<file path="config.mk">
export PLATFORM = sky130hd
export DESIGN_NAME = pld_macrocell
export DESIGN_NICKNAME = d
export VERILOG_FILES = /design/src/rtl/pld_mc_pkg.sv /design/src/rtl/mc_route_dec.sv /design/src/rtl/mc_sum_term.sv /design/src/rtl/mc_state_reg.sv /design/src/rtl/pld_macrocell.sv
export SDC_FILE = /design/constraint.sdc
export NUM_CORES = 1
export LEC_CHECK = 0
export BUFFER_PORTS_ARGS = -buffer_cell sky130_fd_sc_hd__clkbuf_2
export CAP_MARGIN = 20
export CORE_AREA = 2 2 39 41
export DETAILED_ROUTE_END_ITERATION = 10
export DIE_AREA = 0 0 41 43
export GPL_TIMING_DRIVEN = 0
export PLACE_DENSITY = 0.52
export SLEW_MARGIN = 15
export SYNTH_ARGS = -nofsm -noshare
export SYNTH_HDL_FRONTEND = slang
export SYNTH_SLANG_ARGS = --single-unit
</file>
<file path="constraint.sdc">
create_clock -name clk_i -period 1.3 [get_ports clk_i]
set_input_delay 0.13 -clock clk_i [delete_from_list [all_inputs] [get_ports clk_i]]
set_output_delay 0.13 -clock clk_i [all_outputs]
set_load 0.05 [all_outputs]
</file>
<file path="src/rtl/pld_mc_pkg.sv">
package pld_mc_pkg;
  typedef enum logic [1:0] {
    MODE_SIMPLE  = 2'b00,
    MODE_COMPLEX = 2'b01,
    MODE_REG     = 2'b10,
    MODE_RSVD    = 2'b11
  } mc_mode_e;

  typedef enum logic [1:0] {
    POS_OTHER  = 2'd0,
    POS_OUTER  = 2'd1,
    POS_CENTRE = 2'd2
  } mc_pos_e;

  typedef enum logic [1:0] {
    OE_OFF  = 2'd0,
    OE_ON   = 2'd1,
    OE_TERM = 2'd2,
    OE_PIN  = 2'd3
  } oe_src_e;

  typedef enum logic [1:0] {
    FB_NONE = 2'd0,
    FB_PIN  = 2'd1,
    FB_REG  = 2'd2
  } fb_src_e;

  typedef struct packed {
    logic    sum_all;
    logic    out_reg;
    oe_src_e oe_src;
    fb_src_e fb_src;
  } route_t;
endpackage

</file>
<file path="src/rtl/mc_route_dec.sv">
module mc_route_dec
  import pld_mc_pkg::*;
#(
  parameter mc_pos_e CELL_POS = POS_OTHER
) (
  input  logic [1:0] mode_i,
  input  logic       cfg_reg_i,
  input  logic       cfg_in_i,
  output route_t     route_o
);
  localparam logic IS_OUTER  = (CELL_POS == POS_OUTER);
  localparam logic IS_CENTRE = (CELL_POS == POS_CENTRE);

  mc_mode_e mode;
  assign mode = mc_mode_e'(mode_i);

  always_comb begin
    route_o = '{sum_all: 1'b1, out_reg: 1'b0, oe_src: OE_ON, fb_src: FB_PIN};
    unique case (mode)
      MODE_REG: begin
        if (cfg_in_i) begin
          route_o.oe_src = OE_OFF;
        end else if (cfg_reg_i) begin
          route_o.out_reg = 1'b1;
          route_o.oe_src  = OE_PIN;
          route_o.fb_src  = FB_REG;
        end else begin
          route_o.sum_all = 1'b0;
          route_o.oe_src  = OE_TERM;
        end
      end
      MODE_COMPLEX: begin
        route_o.sum_all = 1'b0;
        route_o.oe_src  = OE_TERM;
        route_o.fb_src  = IS_OUTER ? FB_NONE : FB_PIN;
      end
      default: begin // simple, and the reserved code
        if (IS_CENTRE) begin
          route_o.fb_src = FB_NONE;
        end else if (cfg_in_i) begin
          route_o.oe_src = OE_OFF;
        end
      end
    endcase
  end
endmodule

</file>
<file path="src/rtl/mc_sum_term.sv">
module mc_sum_term #(
  parameter int N_PT = 8
) (
  input  logic [N_PT-1:0] pt_i,
  input  logic            sum_all_i,
  input  logic            inv_i,
  output logic            sum_o,
  output logic            oe_term_o
);
  localparam int OE_IDX = N_PT - 1;

  logic [N_PT-1:0] mask;

  for (genvar g = 0; g < N_PT; g++) begin : g_mask
    if (g == OE_IDX) begin : g_oe
      assign mask[g] = sum_all_i;
    end else begin : g_sum
      assign mask[g] = 1'b1;
    end
  end

  assign sum_o     = (|(pt_i & mask)) ^ inv_i;
  assign oe_term_o = pt_i[OE_IDX];
endmodule

</file>
<file path="src/rtl/mc_state_reg.sv">
module mc_state_reg (
  input  logic clk_i,
  input  logic rst_ni,
  input  logic d_i,
  output logic q_o
);
  always_ff @(posedge clk_i or negedge rst_ni) begin
    if (!rst_ni) q_o <= 1'b0;
    else         q_o <= d_i;
  end
endmodule

</file>
<file path="src/rtl/pld_macrocell.sv">
module pld_macrocell
  import pld_mc_pkg::*;
#(
  parameter int      N_PT     = 8,
  parameter mc_pos_e CELL_POS = POS_OTHER
) (
  input  logic            clk_i,
  input  logic            rst_ni,
  input  logic [N_PT-1:0] pt_i,
  input  logic            oe_ni,
  input  logic [1:0]      mode_i,
  input  logic            cfg_reg_i,
  input  logic            cfg_in_i,
  input  logic            cfg_inv_i,
  input  logic            pin_i,
  output logic            pin_o,
  output logic            pin_oe_o,
  output logic            fb_o
);
  route_t route;
  logic   sum, oe_term, d_full, q;

  mc_route_dec #(.CELL_POS(CELL_POS)) u_dec (
    .mode_i   (mode_i),
    .cfg_reg_i(cfg_reg_i),
    .cfg_in_i (cfg_in_i),
    .route_o  (route)
  );

  mc_sum_term #(.N_PT(N_PT)) u_sum (
    .pt_i     (pt_i),
    .sum_all_i(route.sum_all),
    .inv_i    (cfg_inv_i),
    .sum_o    (sum),
    .oe_term_o(oe_term)
  );

  // register D always sees the full-width sum, independent of route
  mc_sum_term #(.N_PT(N_PT)) u_dsum (
    .pt_i     (pt_i),
    .sum_all_i(1'b1),
    .inv_i    (cfg_inv_i),
    .sum_o    (d_full),
    .oe_term_o()
  );

  mc_state_reg u_reg (
    .clk_i (clk_i),
    .rst_ni(rst_ni),
    .d_i   (d_full),
    .q_o   (q)
  );

  assign pin_o = route.out_reg ? ~q : sum;

  always_comb begin
    unique case (route.oe_src)
      OE_OFF:  pin_oe_o = 1'b0;
      OE_ON:   pin_oe_o = 1'b1;
      OE_TERM: pin_oe_o = oe_term;
      default: pin_oe_o = ~oe_ni;
    endcase
    unique case (route.fb_src)
      FB_PIN:  fb_o = pin_i;
      FB_REG:  fb_o = q;
      default: fb_o = 1'b0;
    endcase
  end

  // checks
  logic reg_cell, in_cell, armed_q;
  assign reg_cell = (mode_i == 2'b10) && cfg_reg_i && !cfg_in_i;
  assign in_cell  = ((mode_i == 2'b10) && cfg_in_i) ||
                    (!mode_i[0] && (mode_i != 2'b10) && cfg_in_i && (CELL_POS != POS_CENTRE));

  always_ff @(posedge clk_i or negedge rst_ni) begin
    if (!rst_ni) armed_q <= 1'b0;
    else         armed_q <= 1'b1;
  end

  assert_reg_capture_R2: assert property (@(posedge clk_i) disable iff (!rst_ni)
    (armed_q && reg_cell) |-> (pin_o == ~($past(|pt_i) ^ $past(cfg_inv_i))));

  assert_reg_oe_pin_R2: assert property (@(posedge clk_i) disable iff (!rst_ni)
    reg_cell |-> (pin_oe_o == !oe_ni));

  assert_input_oe_off_R4: assert property (@(posedge clk_i) disable iff (!rst_ni)
    in_cell |-> (!pin_oe_o && fb_o == pin_i));

  assert_complex_oe_term_R5: assert property (@(posedge clk_i) disable iff (!rst_ni)
    (mode_i == 2'b01) |-> (pin_oe_o == pt_i[N_PT-1]));

  assert_outer_no_fb_R5: assert property (@(posedge clk_i) disable iff (!rst_ni)
    ((mode_i == 2'b01) && CELL_POS == POS_OUTER) |-> !fb_o);

  assert_centre_fixed_R6: assert property (@(posedge clk_i) disable iff (!rst_ni)
    (!mode_i[0] && (mode_i != 2'b10) && CELL_POS == POS_CENTRE) |-> (pin_oe_o && !fb_o));

  assert_reg_fb_inverse_R8: assert property (@(posedge clk_i) disable iff (!rst_ni)
    reg_cell |-> (fb_o == !pin_o));
endmodule

</file>
==> results of run 1 <==
==> path summary, 6_finish.rpt <==
path | start | endpoint | cells past startpoint
hold / removal | cfg_inv_i | u_reg.q_o | 2
min in group asynchronous | rst_ni | u_reg.q_o | 2
max in group asynchronous | rst_ni | u_reg.q_o | 2
setup / recovery | mode_i[0] | pin_o | 8
==> critical path, delay by kind of cell <==
kind                       cells  cell delay (ns)
AOI/OAI and AO/OA              1             0.26
xor gates and xnor gates       1             0.25
adders and majority gates      1             0.13
buffers and inverters          3             0.30
muxes                          1             0.11
and+or+nand+nor                1             0.36
==> stage by stage <==
stage,instances,worst slack [ns]
6_report,66,-0.377
5_1_grt,66,-0.436
4_1_cts,65,-0.391
3_5_place_dp,62,-0.451
3_3_place_gp,62,-0.438
2_1_floorplan,27,-0.239
==> Yosys cell counts (all sizes together) (2+ instances only) <==
| master | count | area [µm²] |
|---|---|---|
| nand3b | 2 | 15.0 |
| ha | 4 | 50.1 |
| inv | 5 | 18.8 |
| a31oi | 2 | 12.5 |
==> cell families after synthesis <==
group	count (synthesis)
adders and majority gates	4
xor gates and xnor gates	2
and+or+nand+nor	8
muxes	1
AOI/OAI and AO/OA	6
buffers and inverters	5
DFF	1
==> per-layer routing <==
metal | track usage (%) | share of wire [%]
met5 | 0 | 0
met4 | 0 | 0
met3 | 0 | 9.1
met2 | 14.4 | 50
met1 | 10.2 | 41
==> power by group <==
part           internal [mW]  leakage, nW  switching [mW]
registers             0.0334       0.0117         0.00207
clock network              0            0               0
logic                 0.0730        0.205          0.0751
==> final cells by class <==
class	count	share of cell area (%)
Sequential cell	1	5.29
Tap cell	16	4.23
Multi-Input combinational cell	21	51.6
Timing Repair Buffer	23	34.4
Inverter	5	4.50
==> timing repair <==
item / CTS / global route
pin swaps: 4 / 5
hold endpoints to repair: 1 / 0
buffers inserted: 2 / 1
cloned: 0 / 0
hold buffers: 1 / 0
setup endpoints to repair: 3 / 3
gates resized for setup: 10 / 9
==> metrics.txt, run 1 <==
share of flip-flops with an asynchronous set or reset=between 90% and 100%; fin util=34.2%; pin count of the biggest net entering global routing=6; CP max stage cell=or3b_1; Worst-path clk slew=0 ns; max-cap violations=0; relative slew slack=approximately four fifths; # setup viols final=2; grt ovf=0; multi-input logic area=~240 µm²; most frequent cells in the layout=14 x clkbuf_2, 4 x buf_4; routed vias=roughly 280; final instance area=about 470 µm²; final setup TNS=-0.507 ns; final hold vios=0; multiplexer share of the synthesized area=4.49%; Post-synth EDFFs=0; first-pass GRT wire length=approximately 1000 µm; final hold slack=roughly 0.35 ns; achievable clock frequency=596 MHz; Synth Area in Compound Gates=between 20% and 30%; antenna fix cells=0; DPL Wire Length=498 µm; Period Utilization, post-route=129%; Final #Nets=73; post-synth cell types=18; First DRT Iteration DRCs=1; Tmin final=1.68 ns; CP endpoint kind=output port; die outline width=slightly above 40 µm; Pwr Total=0.184 mW; Buffers on Ports=19; most common cell after layout, fill and taps aside=clkbuf_2; leakage=roughly 0.22 nW; failing checks=setup timing; DRC Markers=0; crit path kind=in2out; outcome=finished with violations; worst-path maximum fanout=4; average size of a mapped cell=between 8 and 9 µm²; combinational family with the most area after synthesis=simple AND/OR/NAND/NOR gates; biggest regs=u_reg.q_o (1); area share of fa/ha/maj cells after synthesis=22.5%; register with the most flip-flops=u_reg.q_o; register area share after synthesis=between 10 and 15%; XOR/XNOR share of the synthesized area=under 10%; initial antenna violation count=0; Primary FF master, synth=dfrtp_1; Crit path largest cell delay=~0.36 ns; syn nets=48; peak supply drop=approximately 0.13 mV; crit path DAT=~1.6 ns; Total GRT Usage=between 7 and 8%; FP Rows=14; Post-Synth Simple-Gate Area=between 20% and 30%; final WL=around 550 µm; placed inst area=about 380 µm²; Power Dens Cells=approximately 390 nW/µm²; Pre-Repair DR Iteration Count=2; register area=between 20 and 30 µm²; synth warn=0; cell-by-cell listing of the critical path=buf_6 > inv_4 > ha_4 > or3b_1 > a311oi_2 > xor2_1 > mux2i_4 > buf_8; Die H=roughly 43 µm; Least-Margin Pin Slew=0.291 ns; Via density=between 4 and 5; synthesized area=around 220 µm²; Req. time, crit path=roughly 1.2 ns; Hold WC Path Type=in2reg; GP Congestion=~0.62; wire length per cell=a little over 8 µm; RSZ-0062 raised after global routing=true; core area=between 1000 and 1500 µm²; FF+latch count, synth=1; share of layout cells above drive strength 1=between 60% and 70%; crit path launch type=input port; final max-slew violation count=0; vias in the first global route=between 200 and 300; Die ar.=about 1800 µm²; P&R area growth vs syn=112%; IO Pins=20; initial core utilization=16.1%; max reg flops=1; post-synthesis instance total=27; fin worst setup slack=-0.377 ns; number of fill cells in the layout=around 150; Detail Route Antenna Nets=0
Note: power is estimated with default switching activity, not from simulation.
==> run 2: changes to the inputs <==
- ABC_AREA: not set -> 1
- PLACE_DENSITY: 0.52 -> 0.54
==> metrics.txt, run 2 <==
peak supply drop=0.132 mV (+4.1%); final hold vios=0 (unchanged); wire length per cell=7.59 µm (-8.8%); Period Utilization, post-route=97.9% (-31 points); Hold WC Path Type=in2reg; initial core utilization=18.2% (+2.1 points); Post-synth EDFFs=0 (unchanged); antenna fix cells=0 (unchanged); DRC Markers=0 (unchanged); FF+latch count, synth=1 (unchanged); post-synthesis instance total=44 (+63%); biggest regs=u_reg.q_o (1); register area share after synthesis=9.95% (-1.3 points); relative slew slack=81.7% (+1.1 points); placed inst area=378 µm² (+0.33%); combinational fraction of design power=80.5% (-0.2 points); Req. time, crit path=1.17 ns (about the same); switching share of power=45.1% (+3.0 points); routed vias=322 (+17%); Least-Margin Pin Slew=0.276 ns (-0.0146 ns); die outline width=41 µm (unchanged); synth warn=0 (unchanged); ranking of synthesized cells by area=ha_1 20%, nand2_1 19%, inv_1 10%, dfrtp_1 10%, nor2_1 9.0%; register with the most flip-flops=u_reg.q_o; post-place setup slack=-0.258 ns (+0.192 ns); outcome=finished, final reports clean; Pint=0.0987 mW (-7.2%); Net Switching=0.0810 mW (+5.0%); most common cell after layout, fill and taps aside=clkbuf_2; RSZ-0062 raised after global routing=true; Die ar.=1760 µm² (unchanged); leakage=0.255 nW (+18%); Die H=43 µm (unchanged); final setup TNS=0 ns (+0.507 ns); achievable clock frequency=786 MHz (+32%); Pre-Repair DR Iteration Count=4 (+2); Seq pwr share=19.5% (+0.2 points); Via density=3.93 (-5.8%); worst-path maximum fanout=7 (+3); initial antenna violation count=0 (unchanged); fin util=34.9% (+0.72 points); Yosys top cell area share=19.9% (-2.6 points); P&R area growth vs syn=92.0%; Detail Route Antenna Nets=0 (unchanged); most frequent cells in the layout=16 x clkbuf_2, 12 x nand2_1, 6 x nor2_1; FP Rows=14 (unchanged); share of flip-flops with an asynchronous set or reset=100% (unchanged); first-pass GRT wire length=1080 µm (+4.6%); final WL=622 µm (+13%); crit path DAT=1.14 ns (-0.41 ns); max-cap violations=0 (unchanged); # setup viols final=0 (-2); average size of a mapped cell=5.72 µm² (-31%); GP Congestion=0.706 (+14%); share of layout cells above drive strength 1=50.0% (-16 points); Power Dens Cells=372 nW/µm² (-4.1%); syn nets=65 (+35%); pin count of the biggest net entering global routing=8 (+2); Primary FF master, synth=dfrtp_1; core area=1380 µm² (unchanged); Buffers on Ports=19 (unchanged); Yosys top cell by area=ha_1; crit path kind=in2out; synthesized area=251 µm² (+13%); final max-slew violation count=0 (unchanged); vias in the first global route=290 (+0.35%); Total GRT Usage=8.20% (+0.40 points); IO Pins=20 (unchanged); Final #Nets=89 (+22%); final instance area=483 µm² (+2.1%); Synth top cells by count=13 x nand2_1, 7 x inv_1, 6 x nor2_1; Clk network pwr share=0% (unchanged); Tmin final=1.27 ns (-0.405 ns); DPL Wire Length=517 µm (+4.0%); Worst-path clk slew=0 ns (unchanged); post-synth cell types=14 (-4); crit path launch type=input port; most common cell in the synthesized netlist=nand2_1; CP endpoint kind=output port; max reg flops=1 (unchanged); fin worst setup slack=0.0277 ns (+0.405 ns); grt ovf=0 (unchanged); First DRT Iteration DRCs=5 (+4)
## run 2: metal layers
| layer | wire length (µm) | track usage [%] |
|---|---|---|
| met5 | 0 | 0 |
| met4 | 0 | 0 |
| met3 | 15 | 0.524 |
| met2 | 353 | 16.3 |
| met1 | 252 | 9.21 |
## run 2: layout make-up
type | instances | area (µm²)
Timing Repair Buffer | 22 | 143
Sequential cell | 1 | 25.0
Fill cell | 154 | 901
Tap cell | 16 | 20.0
Multi-Input combinational cell | 34 | 256
Inverter | 9 | 38.8
## run 2: through the flow
| stage | instances | hold slack (ns) | power (mW) |
|---|---|---|---|
| after global placement | 79 | -0.0924 | 0.146 |
| after floorplan | 44 | -0.166 | 0.108 |
| after detailed placement | 79 | -0.0918 | 0.148 |
| after CTS | 81 | 0.351 | 0.169 |
| after global routing | 82 | 0.377 | 0.192 |
| final | 82 | 0.348 | 0.180 |
## run 2: power groups by stage
stage | registers, mW | clock network, mW | logic, mW
after floorplan | 0.0339 | 0 | 0.0744
after global placement | 0.0341 | 0 | 0.112
after detailed placement | 0.0343 | 0 | 0.114
after CTS | 0.0346 | 0 | 0.134
after global routing | 0.0352 | 0 | 0.157
final | 0.0351 | 0 | 0.145
## run 2: cells by family (layout without fill, tap and decap cells)
group                      count (synthesis)  count (layout)  synth area share [%]
and+or+nand+nor                           25              25                  42.8
buffers and inverters                      9              31                  13.4
adders and majority gates                  4               4                  19.9
AOI/OAI and AO/OA                          4               4                  10.4
xor gates and xnor gates                   1               1                  3.48
DFF                                        1               1                  9.95
## run 2: worst paths after layout
check,start,end,slack [ns],depth (start not counted)
max,mode_i[0],fb_o,0.03,9
min,cfg_inv_i,u_reg.q_o,0.35,2
max in group asynchronous,rst_ni,u_reg.q_o,0.76,2
min in group asynchronous,rst_ni,u_reg.q_o,0.45,2
## run 2: repair_timing
action                                  4_1_cts  5_1_grt
endpoints found under the setup margin        3        2
pin swaps                                     3        4
hold buffers                                  1        0
buffers inserted                              1        1
endpoints found under the hold margin         1        0
resized for setup                            12        8
## run 2: critical path, cell delays in order
cell	delay, ns
buf_6	0.10
inv_4	0.05
ha_4	0.16
nand3_4	0.13
inv_2	0.10
ha_4	0.13
nand2_4	0.04
a21oi_4	0.15
buf_8	0.15
